--- src/rtl/lns_pkg.sv ---
package lns_pkg;

  typedef enum logic [2:0] {
    OP_MUL  = 3'd0,
    OP_DIV  = 3'd1,
    OP_SQRT = 3'd2,
    OP_SQR  = 3'd3,
    OP_ADD  = 3'd4,
    OP_SUB  = 3'd5
  } lns_op_e;

  // correction in log-field LSBs at the centre of bucket k
  function automatic int corr_lsb(int k, int step_sh, int frac_w, bit sub);
    real t, p, v;
    t = (real'(k) + 0.5) * (2.0 ** step_sh) / (2.0 ** frac_w);
    p = 2.0 ** (-t);
    if (sub) v = $ln(1.0 - p) / $ln(2.0);
    else     v = $ln(1.0 + p) / $ln(2.0);
    v = v * (2.0 ** frac_w);
    if (v >= 0.0) return $rtoi(v + 0.5);
    else          return $rtoi(v - 0.5);
  endfunction

endpackage

--- src/rtl/lns_corr_rom.sv ---
module lns_corr_rom
  import lns_pkg::*;
#(
  parameter int FRAC_W  = 8,
  parameter int IDX_W   = 6,
  parameter int STEP_SH = 5,
  parameter int DIFF_W  = 20,
  parameter int CORR_W  = 16
) (
  input  logic [DIFF_W-1:0]        d_i,
  input  logic                     sub_i,
  output logic signed [CORR_W-1:0] corr_o
);
  localparam int ENTRIES  = 1 << IDX_W;
  localparam int DIFF_LIM = ENTRIES << STEP_SH;

  logic signed [CORR_W-1:0] add_tbl [ENTRIES];
  logic signed [CORR_W-1:0] sub_tbl [ENTRIES];

  for (genvar k = 0; k < ENTRIES; k++) begin : g_tbl
    localparam int AV = corr_lsb(k, STEP_SH, FRAC_W, 1'b0);
    localparam int SV = corr_lsb(k, STEP_SH, FRAC_W, 1'b1);
    assign add_tbl[k] = CORR_W'(AV);
    assign sub_tbl[k] = CORR_W'(SV);
  end

  logic [IDX_W-1:0] idx;
  logic             in_rng;

  assign idx    = d_i[STEP_SH +: IDX_W];
  assign in_rng = d_i < DIFF_W'(DIFF_LIM);

  always_comb begin
    if (!in_rng)    corr_o = '0;
    else if (sub_i) corr_o = sub_tbl[idx];
    else            corr_o = add_tbl[idx];
  end

endmodule

--- src/rtl/lns_addsub_unit.sv ---
module lns_addsub_unit #(
  parameter int LOG_W   = 19,
  parameter int FRAC_W  = 8,
  parameter int IDX_W   = 6,
  parameter int STEP_SH = 5,
  parameter int CORR_W  = 16
) (
  input  logic signed [LOG_W-1:0] la_i,
  input  logic signed [LOG_W-1:0] lb_i,
  input  logic                    sub_i,
  output logic signed [LOG_W+1:0] sum_o,
  output logic                    a_ge_o,
  output logic                    eq_o
);
  localparam int EXT_W  = LOG_W + 2;
  localparam int DIFF_W = LOG_W + 1;

  logic signed [LOG_W-1:0]  x, y;
  logic signed [DIFF_W-1:0] diff;
  logic [DIFF_W-1:0]        d_u;
  logic signed [CORR_W-1:0] corr;

  assign a_ge_o = la_i >= lb_i;
  assign eq_o   = la_i == lb_i;
  assign x      = a_ge_o ? la_i : lb_i;
  assign y      = a_ge_o ? lb_i : la_i;
  assign diff   = DIFF_W'(x) - DIFF_W'(y);
  assign d_u    = diff;

  lns_corr_rom #(
    .FRAC_W (FRAC_W),
    .IDX_W  (IDX_W),
    .STEP_SH(STEP_SH),
    .DIFF_W (DIFF_W),
    .CORR_W (CORR_W)
  ) i_rom (
    .d_i   (d_u),
    .sub_i (sub_i),
    .corr_o(corr)
  );

  assign sum_o = EXT_W'(x) + EXT_W'(corr);

endmodule

--- src/rtl/lns_mul_unit.sv ---
module lns_mul_unit
  import lns_pkg::*;
#(
  parameter int LOG_W = 19
) (
  input  logic signed [LOG_W-1:0] la_i,
  input  logic signed [LOG_W-1:0] lb_i,
  input  lns_op_e                 op_i,
  output logic signed [LOG_W+1:0] val_o
);
  localparam int EXT_W = LOG_W + 2;

  logic signed [EXT_W-1:0] a_e, b_e;
  logic signed [LOG_W-1:0] a_half;

  assign a_e    = EXT_W'(la_i);
  assign b_e    = EXT_W'(lb_i);
  assign a_half = la_i >>> 1;

  always_comb begin
    case (op_i)
      OP_MUL:  val_o = a_e + b_e;
      OP_DIV:  val_o = a_e - b_e;
      OP_SQRT: val_o = EXT_W'(a_half);
      OP_SQR:  val_o = a_e <<< 1;
      default: val_o = '0;
    endcase
  end

endmodule

--- src/rtl/lns_sat.sv ---
module lns_sat #(
  parameter int LOG_W = 19
) (
  input  logic signed [LOG_W+1:0] v_i,
  output logic [LOG_W-1:0]        v_o,
  output logic                    ovf_o
);
  localparam int EXT_W = LOG_W + 2;
  localparam logic signed [EXT_W-1:0] MAXV = EXT_W'((64'sd1 <<< (LOG_W - 1)) - 1);
  localparam logic signed [EXT_W-1:0] MINV = -MAXV - EXT_W'(1);

  logic hi, lo;

  assign hi    = v_i > MAXV;
  assign lo    = v_i < MINV;
  assign ovf_o = hi | lo;

  always_comb begin
    if (hi)      v_o = MAXV[LOG_W-1:0];
    else if (lo) v_o = MINV[LOG_W-1:0];
    else         v_o = v_i[LOG_W-1:0];
  end

endmodule

--- src/rtl/lns_alu.sv ---
module lns_alu
  import lns_pkg::*;
#(
  parameter int WORD_W  = 20,
  parameter int FRAC_W  = 8,
  parameter int IDX_W   = 6,
  parameter int STEP_SH = 5,
  parameter int CORR_W  = 16
) (
  input  logic              clk_i,
  input  logic              rst_ni,
  input  logic              valid_i,
  input  logic [2:0]        op_i,
  input  logic [WORD_W-1:0] a_i,
  input  logic [WORD_W-1:0] b_i,
  output logic [WORD_W-1:0] result_o,
  output logic              valid_o,
  output logic              ovf_o,
  output logic              zero_o
);
  localparam int LOG_W = WORD_W - 1;
  localparam int EXT_W = LOG_W + 2;

  lns_op_e                 op;
  logic                    legal, fire, is_as, sa, sb;
  logic signed [LOG_W-1:0] la, lb;
  logic signed [EXT_W-1:0] mul_val, as_val, wide;
  logic                    a_ge, eq;
  logic [LOG_W-1:0]        sat_val;
  logic                    sat_ovf;
  logic                    sign_n, zero_n, ovf_n;
  logic [WORD_W-1:0]       res_n;

  assign op    = lns_op_e'(op_i);
  assign legal = op_i <= 3'd5;
  assign fire  = valid_i & legal;
  assign is_as = (op == OP_ADD) || (op == OP_SUB);
  assign sa    = a_i[WORD_W-1];
  assign sb    = b_i[WORD_W-1];
  assign la    = a_i[LOG_W-1:0];
  assign lb    = b_i[LOG_W-1:0];

  lns_mul_unit #(.LOG_W(LOG_W)) i_mul (
    .la_i (la),
    .lb_i (lb),
    .op_i (op),
    .val_o(mul_val)
  );

  lns_addsub_unit #(
    .LOG_W  (LOG_W),
    .FRAC_W (FRAC_W),
    .IDX_W  (IDX_W),
    .STEP_SH(STEP_SH),
    .CORR_W (CORR_W)
  ) i_addsub (
    .la_i  (la),
    .lb_i  (lb),
    .sub_i (op == OP_SUB),
    .sum_o (as_val),
    .a_ge_o(a_ge),
    .eq_o  (eq)
  );

  assign wide = is_as ? as_val : mul_val;

  lns_sat #(.LOG_W(LOG_W)) i_sat (
    .v_i  (wide),
    .v_o  (sat_val),
    .ovf_o(sat_ovf)
  );

  always_comb begin
    case (op)
      OP_MUL, OP_DIV: sign_n = sa ^ sb;
      OP_ADD:         sign_n = sa;
      OP_SUB:         sign_n = sa ^ ~a_ge;
      default:        sign_n = 1'b0;
    endcase
  end

  assign zero_n = (op == OP_SUB) && eq;
  assign ovf_n  = sat_ovf & ~zero_n;
  assign res_n  = zero_n ? '0 : {sign_n, sat_val};

  always_ff @(posedge clk_i or negedge rst_ni) begin
    if (!rst_ni) begin
      result_o <= '0;
      valid_o  <= 1'b0;
      ovf_o    <= 1'b0;
      zero_o   <= 1'b0;
    end else begin
      valid_o <= fire;
      if (fire) begin
        result_o <= res_n;
        ovf_o    <= ovf_n;
        zero_o   <= zero_n;
      end
    end
  end

endmodule

--- config.mk ---
export PLATFORM = sky130hd
export DESIGN_NAME = lns_alu
export DESIGN_NICKNAME = d
export VERILOG_FILES = /design/src/rtl/lns_pkg.sv /design/src/rtl/lns_corr_rom.sv /design/src/rtl/lns_addsub_unit.sv /design/src/rtl/lns_mul_unit.sv /design/src/rtl/lns_sat.sv /design/src/rtl/lns_alu.sv
export SDC_FILE = /design/constraint.sdc
export NUM_CORES = 1
export LEC_CHECK = 0
export ABC_AREA = 1
export CAP_MARGIN = 20
export CELL_PAD_IN_SITES_DETAIL_PLACEMENT = 1
export CELL_PAD_IN_SITES_GLOBAL_PLACEMENT = 1
export CORE_MARGIN = 10
export CORE_UTILIZATION = 46
export DETAILED_ROUTE_END_ITERATION = 7
export DONT_BUFFER_PORTS = 1
export MAX_ROUTING_LAYER = met4
export PLACE_DENSITY = 0.8
export SYNTH_ARGS = -nofsm -noshare
export SYNTH_HDL_FRONTEND = slang
export SYNTH_HIERARCHICAL = 1
export SYNTH_SLANG_ARGS = --single-unit
--- constraint.sdc ---
create_clock -name clk_i -period 1 [get_ports clk_i]
set_clock_uncertainty 0.1 [all_clocks]
set_input_delay 0.1 -clock clk_i [delete_from_list [all_inputs] [get_ports clk_i]]
set_output_delay 0.1 -clock clk_i [all_outputs]
set_load 0.01 [all_outputs]
==> results.sh, run 1 <==
export IMPL_syn_inst=1349
export IMPL_hold_buffers=3
export IMPL_toolErrorMsg="[ERROR DPL-0033] detailed placement checks failed during check placement."
export IMPL_lastStage="clock tree synthesis"
export IMPL_cts_buffers=3
export IMPL_yosys_warnings=6
export IMPL_cts_resized=197
export IMPL_cts_buffer_depth=2
export IMPL_dieWidth_um=149
export IMPL_start_util_pct=46.5
export IMPL_cts_setup_buffers=47
export IMPL_outcome="did not finish"
export IMPL_die_h_um=149
export IMPL_pin_count=69
export IMPL_placed_cell_area_um2=10500
export IMPL_syn_num_nets=1470
export IMPL_gp_congestion=0.990
export IMPL_port_buffers=0
export IMPL_cts_root_buffer="clkbuf_16"
export IMPL_htree_levels=1
export IMPL_synth_area_per_cell_um2=5.67
export IMPL_num_rows=47
export IMPL_cts_sinks=23
export IMPL_synthesis_area_um2=7650
export IMPL_dp_cells=1845
export IMPL_dpl_hpwl_um=35800
-- per-stage QoR --
| stage | util (%) | hold WS (ns) | worst slack (ns) |
|---|---|---|---|
| after floorplan | - | -0.296 | -4.67 |
| after detailed placement | 63.7 | -0.295 | -5.95 |
| after global placement | 63.7 | -0.295 | -5.24 |
==> run 2: changes to the inputs <==
--- a/config.mk
+++ b/config.mk
@@ -7,14 +7,11 @@
 export LEC_CHECK = 0
 export ABC_AREA = 1
 export CAP_MARGIN = 20
-export CELL_PAD_IN_SITES_DETAIL_PLACEMENT = 1
-export CELL_PAD_IN_SITES_GLOBAL_PLACEMENT = 1
 export CORE_MARGIN = 10
-export CORE_UTILIZATION = 46
+export CORE_UTILIZATION = 40
 export DETAILED_ROUTE_END_ITERATION = 7
 export DONT_BUFFER_PORTS = 1
-export MAX_ROUTING_LAYER = met4
-export PLACE_DENSITY = 0.8
+export PLACE_DENSITY_LB_ADDON = 0.15
 export SYNTH_ARGS = -nofsm -noshare
 export SYNTH_HDL_FRONTEND = slang
 export SYNTH_HIERARCHICAL = 1
==> results.sh, run 2 <==
export IMPL_pin_count=69
export IMPL_tns_ns=-97.83
export IMPL_final_cells=1946
export IMPL_die_area_um2=25100
export IMPL_fillCellCount=1713
export IMPL_pre_cts_slack_ns=-4.96
export IMPL_drt_wl_total_um=33400
export IMPL_syn_to_final_growth_pct=61.8
export IMPL_htree_levels=1
export IMPL_yosys_warnings=6
export IMPL_diodes=0
export IMPL_p_per_area_nw_per_um2=1290
export IMPL_dpl_hpwl_um=25200
export IMPL_ir_drop_uv=767
export IMPL_violations="hold timing, setup timing"
export IMPL_seqPwrFrac_pct=8.9
export IMPL_wl_per_cell_um=17.2
export IMPL_outcome="complete, but fails checks"
export IMPL_synthesis_area_um2=7650
export IMPL_slowest_stage="mux2_4"
export IMPL_layout_nets=1834
export IMPL_pwr_share_comb_pct=85.8
export IMPL_die_h_um=158
export IMPL_cpMostUsedCell="nand2_2"
export IMPL_first_global_vias=9725
export IMPL_grt_pass1_wl_um=50100
export IMPL_worstPathMaxFanout=6
export IMPL_start_kind="primary input"
export IMPL_drt_iter0_markers=765
export IMPL_critical_path_required_ns=1.04
export IMPL_cts_root_buffer="clkbuf_16"
export IMPL_max_cap_violations=0
export IMPL_placed_cell_area_um2=10500
export IMPL_cts_sinks=23
export IMPL_met2_usage_pct=43.4
export IMPL_timing_final_crit_share_pct=585
export IMPL_start_util_pct=40.8
export IMPL_drc_errors=0
export IMPL_hold_buffers=3
export IMPL_period_needed_ns=5.85
export IMPL_gp_congestion=0.986
export IMPL_regMostFlops="result_o"
export IMPL_slew_violations=0
export IMPL_syn_num_nets=1470
export IMPL_cts_buffers=3
export IMPL_setup_viol=22
export IMPL_grt_max_degree=24
export IMPL_globalRouteMet1Util_pct=30.8
export IMPL_fin_util_pct=66.0
export IMPL_met3_usage_pct=4.05
export IMPL_hold_viol=1
export IMPL_hold_path_class="primary input to flip-flop"
export IMPL_p_sw_mw=7.95
export IMPL_dp_cells=1852
export IMPL_hold_ws_ns=-0.0282
export IMPL_drtPass1Iterations=6
export IMPL_num_rows=50
export IMPL_clk_latency_ns=0.25
export IMPL_critPathCaptureType="flip-flop"
export IMPL_drive_above_1_share_pct=44.3
export IMPL_largest_reg_flops=20
export IMPL_synth_area_per_cell_um2=5.67
export IMPL_layout_common_cells="nand2_1 (368), buf_4 (346), inv_1 (117)"
export IMPL_power_mw=16.0
export IMPL_worstSetupPathType="primary input to flip-flop"
export IMPL_grt_util_all_layers_pct=24.7
export IMPL_power_switching_share_pct=49.8
export IMPL_viasPerCell=5.32
export IMPL_fmax_mhz=171
export IMPL_clkPwrFrac_pct=5.3
export IMPL_setup_ws_ns=-4.85
export IMPL_grt_busiest_layer="met2"
export IMPL_worst_slew_pin_slew_ns=0.640
export IMPL_dieWidth_um=158
export IMPL_max_stage_delay_ns=0.30
export IMPL_syn_inst=1349
export IMPL_ant_nets=0
export IMPL_slew_headroom_pct=56.9
export IMPL_grt_ovfl_total=0
export IMPL_internal_power_mw=8.02
export IMPL_port_buffers=0
export IMPL_clk_pin_slew_worst_paths_ns=0.06
export IMPL_via_count=10351
export IMPL_arrival_ns=5.90
export IMPL_cts_buffer_depth=2
export IMPL_cts_tree="done"
export IMPL_rsz0062_at_grt="true"
export IMPL_final_common_cell="nand2_1"
export IMPL_coreArea_um2=18800
export IMPL_final_cell_area_um2=12400
export IMPL_power_leakage_nw=6.54
export IMPL_antenna_found_initial=0
run 2: path summary, 6_finish.rpt:
| check | slack, ns | cells after the start | start | end |
|---|---|---|---|---|
| max | -4.85 | 48 | b_i[6] | result_o[4] |
| min | -0.03 | 3 | op_i[2] | valid_o |
| max reg2reg | 0.18 | 2 | zero_o | zero_o |
| min reg2reg | 0.44 | 2 | result_o[4] | result_o[4] |
| max in group asynchronous | 0.11 | 2 | rst_ni | valid_o |
| min in group asynchronous | 0.20 | 1 | rst_ni | result_o[17] |
run 2: power groups by stage:
stage | logic, mW | registers, mW | clock network [mW]
after floorplan | 6.50 | 1.37 | 0
after global placement | 11.0 | 1.44 | 0
after detailed placement | 11.0 | 1.45 | 0
after CTS | 12.4 | 1.43 | 0.867
after global routing | 14.8 | 1.45 | 0.923
final | 13.7 | 1.42 | 0.854
run 2: routing by layer:
layer | wire, µm | part of all wire [%] | up-vias
met2 | 16300 | 49 | 381
met3 | 2470 | 7.4 | 80
li1 | - | - | 5095
met5 | 0 | 0 | -
met4 | 1100 | 3.3 | 0
met1 | 13600 | 41 | 4795
run 2: worst max-delay path: cells and delay by family:
kind / cells / cell delay, ns
AOI/OAI and AO/OA: 10 / 1.55
adders and majority gates: 4 / 0.92
and+or+nand+nor: 26 / 2.29
muxes: 1 / 0.30
buffers and inverters: 6 / 0.49
xor gates and xnor gates: 1 / 0.23
run 2: final cells by class:
type                            instances  area (µm²)  area share (%)
Timing Repair inverter                  2        15.0           0.121
Tap cell                              234         293            2.36
Clock buffer                            4        78.8           0.637
Sequential cell                        23         576            4.65
Multi-Input combinational cell       1123        7430            60.0
Inverter                              164         693            5.60
Timing Repair Buffer                  396        3300            26.7
run 2: what timing repair did:
item / CTS / global route
setup buffers: 55 / 28
setup endpoints to repair: 22 / 22
pin swaps: 70 / 136
endpoints found under the hold margin: 25 / 1
cloned: 7 / 2
resized for setup: 186 / 126
Power figures use the tool's default switching activity.
==> run 3: changes to the inputs <==
--- a/config.mk
+++ b/config.mk
@@ -5,10 +5,11 @@
 export SDC_FILE = /design/constraint.sdc
 export NUM_CORES = 1
 export LEC_CHECK = 0
-export ABC_AREA = 1
+export ABC_AREA = 0
 export CAP_MARGIN = 20
 export CORE_MARGIN = 10
 export CORE_UTILIZATION = 40
+export CTS_BUF_LIST = sky130_fd_sc_hd__clkbuf_8
 export DETAILED_ROUTE_END_ITERATION = 7
 export DONT_BUFFER_PORTS = 1
 export PLACE_DENSITY_LB_ADDON = 0.15
==> results.sh, run 3 <==
export IMPL_drt_wl_total_um=31300
export IMPL_grt_ovfl_total=0
export IMPL_diodes=0
export IMPL_power_mw=15.3
export IMPL_fin_util_pct=65.6
export IMPL_cts_buffers=3
export IMPL_synthesis_area_um2=7620
export IMPL_slowest_stage="a221oi_4"
export IMPL_rsz0062_at_grt="true"
export IMPL_wl_per_cell_um=19.0
export IMPL_hold_path_class="primary input to flip-flop"
export IMPL_layout_common_cells="buf_4 (352), nand2_1 (92), nor2_1 (67)"
export IMPL_viasPerCell=5.81
export IMPL_largest_reg_flops=20
export IMPL_cts_buffer_depth=2
export IMPL_critical_path_required_ns=1.06
export IMPL_fillCellCount=1591
export IMPL_r2r_setup_slack_ns=0.06
export IMPL_cts_tree="done"
export IMPL_cp_num_buf_inv=6
export IMPL_pre_cts_slack_ns=-6.71
export IMPL_whs_path_depth=3
export IMPL_setup_ws_ns=-6.14
export IMPL_max_cap_violations=0
export IMPL_pin_count=69
export IMPL_antenna_found_initial=0
export IMPL_dpl_hpwl_um=23400
export IMPL_final_common_cell="buf_4"
export IMPL_ir_drop_uv=571
export IMPL_gp_congestion=0.958
export IMPL_grt_pass1_wl_um=48600
export IMPL_drc_errors=0
export IMPL_tns_ns=-124.67
export IMPL_first_global_vias=9266
export IMPL_clk_latency_ns=0.27
export IMPL_via_count=9552
export IMPL_critPathTopFamily="compound AO/OA/AOI/OAI gates"
export IMPL_yosys_warnings=6
export IMPL_die_area_um2=25000
export IMPL_period_needed_ns=7.14
export IMPL_final_cells=1645
export IMPL_cpMostUsedCell="o21ai_2"
export IMPL_synth_area_per_cell_um2=7.19
export IMPL_num_rows=50
export IMPL_syn_to_final_growth_pct=60.9
export IMPL_fmax_mhz=140
export IMPL_coreArea_um2=18700
export IMPL_drive_above_1_share_pct=45.9
export IMPL_grt_max_degree=33
export IMPL_hold_ws_ns=0.0215
export IMPL_drtPass1Iterations=6
export IMPL_layout_nets=1533
export IMPL_start_kind="primary input"
export IMPL_setup_viol=29
export IMPL_die_h_um=158
export IMPL_clk_pin_slew_worst_paths_ns=0.09
export IMPL_max_stage_delay_ns=0.44
export IMPL_syn_inst=1060
export IMPL_worst_slew_pin_slew_ns=0.722
export IMPL_slew_violations=0
export IMPL_start_util_pct=40.8
export IMPL_cts_root_buffer="clkbuf_8"
export IMPL_slew_headroom_pct=51.7
export IMPL_cp_depth=36
export IMPL_grt_util_all_layers_pct=23.9
export IMPL_arrival_ns=7.20
export IMPL_htree_levels=1
export IMPL_violations="setup timing"
export IMPL_regMostFlops="result_o"
export IMPL_reg2reg_depth=2
export IMPL_critPathCaptureType="flip-flop"
export IMPL_dp_cells=1553
export IMPL_placed_cell_area_um2=10500
export IMPL_outcome="complete, but fails checks"
export IMPL_worstPathMaxFanout=14
export IMPL_syn_num_nets=1181
export IMPL_port_buffers=0
export IMPL_final_cell_area_um2=12300
export IMPL_drt_iter0_markers=688
export IMPL_ant_nets=0
export IMPL_power_leakage_nw=5.62
export IMPL_dieWidth_um=158
export IMPL_timing_final_crit_share_pct=714
export IMPL_worstSetupPathType="primary input to flip-flop"
export IMPL_cts_sinks=23
export IMPL_p_per_area_nw_per_um2=1250
export IMPL_hold_viol=0
==> run 3: cell count changes in the layout (fill, tap and decap cells not counted), moves of 20 or more <==
cell,previous run,this run
a22o_1,0,20
nand2_1,368,92
inv_1,117,42
nand3_1,76,18
inv_2,32,10
mux2i_1,0,27
nand3_2,28,1
o21ai_1,33,12
nand2_4,35,1
nand2b_1,0,22
nand2_2,106,9
==> run 3: path summary, 6_finish.rpt <==
path                         startpoint      endpoint
max reg2reg                result_o[14]  result_o[14]
min                             valid_i       valid_o
min in group asynchronous        rst_ni       valid_o
max in group asynchronous        rst_ni         ovf_o
min reg2reg                result_o[16]  result_o[16]
max                              b_i[4]  result_o[12]
==> run 3: timing repair <==
item,in CTS,in global routing
cloned,6,3
gates resized for setup,117,95
hold buffers,5,0
pin swaps,87,53
hold endpoints to repair,25,0
endpoints found under the setup margin,33,34
setup buffers,51,25
==> run 3: cell type report <==
class                      instances  area (µm²)  area share, %
sequential                        23         576           4.69
inverter                          64         308           2.51
clock buffer                       3        41.3          0.337
multi-input combinational        906        7550           61.6
timing repair buffer             414        3490           28.4
clock inverter                     1        5.00         0.0408
tap                              234         293           2.39
==> run 3: report_power, final <==
group	switching, mW	internal, mW
clock	0.309	0.279
combinational	6.48	6.90
sequential	0.213	1.13
==> run 3: per-layer routing <==
| metal | up-vias | part of all wire (%) | track usage [%] |
|---|---|---|---|
| li1 | 4646 | - | - |
| met1 | 4515 | 41 | 29.3 |
| met2 | 316 | 49 | 42.4 |
| met3 | 75 | 5.5 | 2.85 |
| met4 | 0 | 3.7 | 7.54 |
| met5 | - | 0 | 0 |
==> run 3: worst reg2reg max path: cells and delay by family (launching register included) <==
kind / cells / cell delay (ns)
compound gates: 1 / 0.19
flops: 1 / 0.41
buf+inv: 1 / 0.14
==> run 4: changes to the inputs <==
--- a/config.mk
+++ b/config.mk
@@ -12,6 +12,7 @@
 export CTS_BUF_LIST = sky130_fd_sc_hd__clkbuf_8
 export DETAILED_ROUTE_END_ITERATION = 7
 export DONT_BUFFER_PORTS = 1
+export MAX_ROUTING_LAYER = met4
 export PLACE_DENSITY_LB_ADDON = 0.15
 export SYNTH_ARGS = -nofsm -noshare
 export SYNTH_HDL_FRONTEND = slang
==> results.sh, run 4 (synthesis gave the netlist of run 3 again) <==
export IMPL_die_h_um=158
export IMPL_ir_drop_uv=797
export IMPL_grt_ovfl_total=0
export IMPL_start_kind="primary input"
export IMPL_start_util_pct=40.8
export IMPL_max_cap_violations=0
export IMPL_slew_violations=0
export IMPL_period_needed_ns=7.15
export IMPL_layout_common_cells="buf_4 (331), nand2_1 (92), nor2_1 (72)"
export IMPL_hold_viol=0
export IMPL_drc_errors=0
export IMPL_wl_per_cell_um=18.9
export IMPL_dieWidth_um=158
export IMPL_cts_buffers=3
export IMPL_antenna_found_initial=0
export IMPL_via_count=9355
export IMPL_setup_viol=25
export IMPL_worst_slew_pin_slew_ns=1.17
export IMPL_ant_nets=0
export IMPL_die_area_um2=25000
export IMPL_dpl_hpwl_um=23600
export IMPL_largest_reg_flops=20
export IMPL_num_rows=50
export IMPL_violations="setup timing"
export IMPL_cts_buffer_depth=2
export IMPL_drt_iter0_markers=616
export IMPL_slew_headroom_pct=21.8
export IMPL_port_buffers=0
export IMPL_hold_path_class="primary input to flip-flop"
export IMPL_power_leakage_nw=5.45
export IMPL_critical_path_required_ns=1.06
export IMPL_max_stage_delay_ns=0.46
export IMPL_worstPathMaxFanout=15
export IMPL_clk_pin_slew_worst_paths_ns=0.09
export IMPL_final_common_cell="buf_4"
export IMPL_drive_above_1_share_pct=43.1
export IMPL_tns_ns=-123.66
export IMPL_pin_count=69
export IMPL_setup_ws_ns=-6.15
export IMPL_viasPerCell=5.77
export IMPL_layout_nets=1510
export IMPL_grt_max_degree=33
export IMPL_cts_root_buffer="clkbuf_8"
export IMPL_pre_cts_slack_ns=-6.75
export IMPL_rsz0062_at_grt="true"
export IMPL_critPathCaptureType="flip-flop"
export IMPL_p_per_area_nw_per_um2=1240
export IMPL_syn_to_final_growth_pct=55.4
export IMPL_clk_latency_ns=0.27
export IMPL_drt_wl_total_um=30700
export IMPL_power_mw=14.6
export IMPL_worstSetupPathType="primary input to flip-flop"
export IMPL_fillCellCount=1618
export IMPL_regMostFlops="result_o"
export IMPL_timing_final_crit_share_pct=715
export IMPL_outcome="complete, but fails checks"
export IMPL_slowest_stage="mux4_2"
export IMPL_diodes=0
export IMPL_arrival_ns=7.21
export IMPL_first_global_vias=9051
export IMPL_cts_sinks=23
export IMPL_cts_tree="done"
export IMPL_fmax_mhz=140
export IMPL_gp_congestion=0.972
export IMPL_grt_pass1_wl_um=47100
export IMPL_htree_levels=1
export IMPL_coreArea_um2=18700
export IMPL_drtPass1Iterations=5
export IMPL_grt_util_all_layers_pct=23.8
run 4: area by class of cell:
type	instances	area, µm²	area share (%)
clock buffer	3	41.3	0.348
clock inverter	1	3.75	0.0317
inverter	64	305	2.58
multi-input combinational	910	7440	62.8
sequential	23	576	4.86
tap	234	293	2.47
timing repair buffer	387	3190	27.0
run 4: final timing paths:
kind	slack [ns]	cells past startpoint	to	start
max reg2reg	0.04	2	ovf_o	ovf_o
min in group asynchronous	0.13	1	result_o[0]	rst_ni
max	-6.15	36	result_o[8]	b_i[9]
max in group asynchronous	0.22	2	result_o[10]	rst_ni
min	0.02	3	result_o[19]	op_i[0]
min reg2reg	0.43	1	result_o[13]	result_o[13]
run 4: critical path, delay by kind of cell:
kind | cells | cell delay, ns
xor+xnor | 2 | 0.44
buf+inv | 3 | 0.42
fa+ha+maj | 3 | 0.77
simple gates | 8 | 1.44
compound gates | 18 | 3.18
mux | 2 | 0.84
run 4: per-layer routing:
layer	vias to the layer above	share of wire, %	track usage (%)
li1	4608	-	-
met1	4445	43	28.8
met2	250	49	41.3
met3	52	4.8	2.47
met4	0	3.1	6.13
met5	-	0	-
run 4: report_power, final:
group	internal, mW	switching [mW]	total, mW
Sequential	1.13	0.203	1.33
Combinational	6.50	6.23	12.7
Clock	0.275	0.312	0.586
run 4: stage by stage:
| stage | hold WS [ns] | util [%] | instances | area [µm²] |
|---|---|---|---|---|
| 6_report | 0.0189 | 63.4 | 1622 | 11900 |
| 5_1_grt | 0.00935 | 63.4 | 1622 | 11900 |
| 4_1_cts | 0.00900 | 60.5 | 1597 | 11300 |
| 3_5_place_dp | -0.295 | 55.9 | 1547 | 10500 |
| 3_3_place_gp | -0.295 | 55.9 | 1547 | 10500 |
| 2_1_floorplan | -0.296 | - | 1060 | 8190 |
run 4: what timing repair did:
| item | 4_1_cts | 5_1_grt |
|---|---|---|
| resized for setup | 96 | 87 |
| hold buffers | 5 | 0 |
| pin swaps | 37 | 37 |
| hold endpoints to repair | 25 | 0 |
| gates cloned | 9 | 2 |
| buffers inserted | 32 | 24 |
| endpoints found under the setup margin | 34 | 35 |
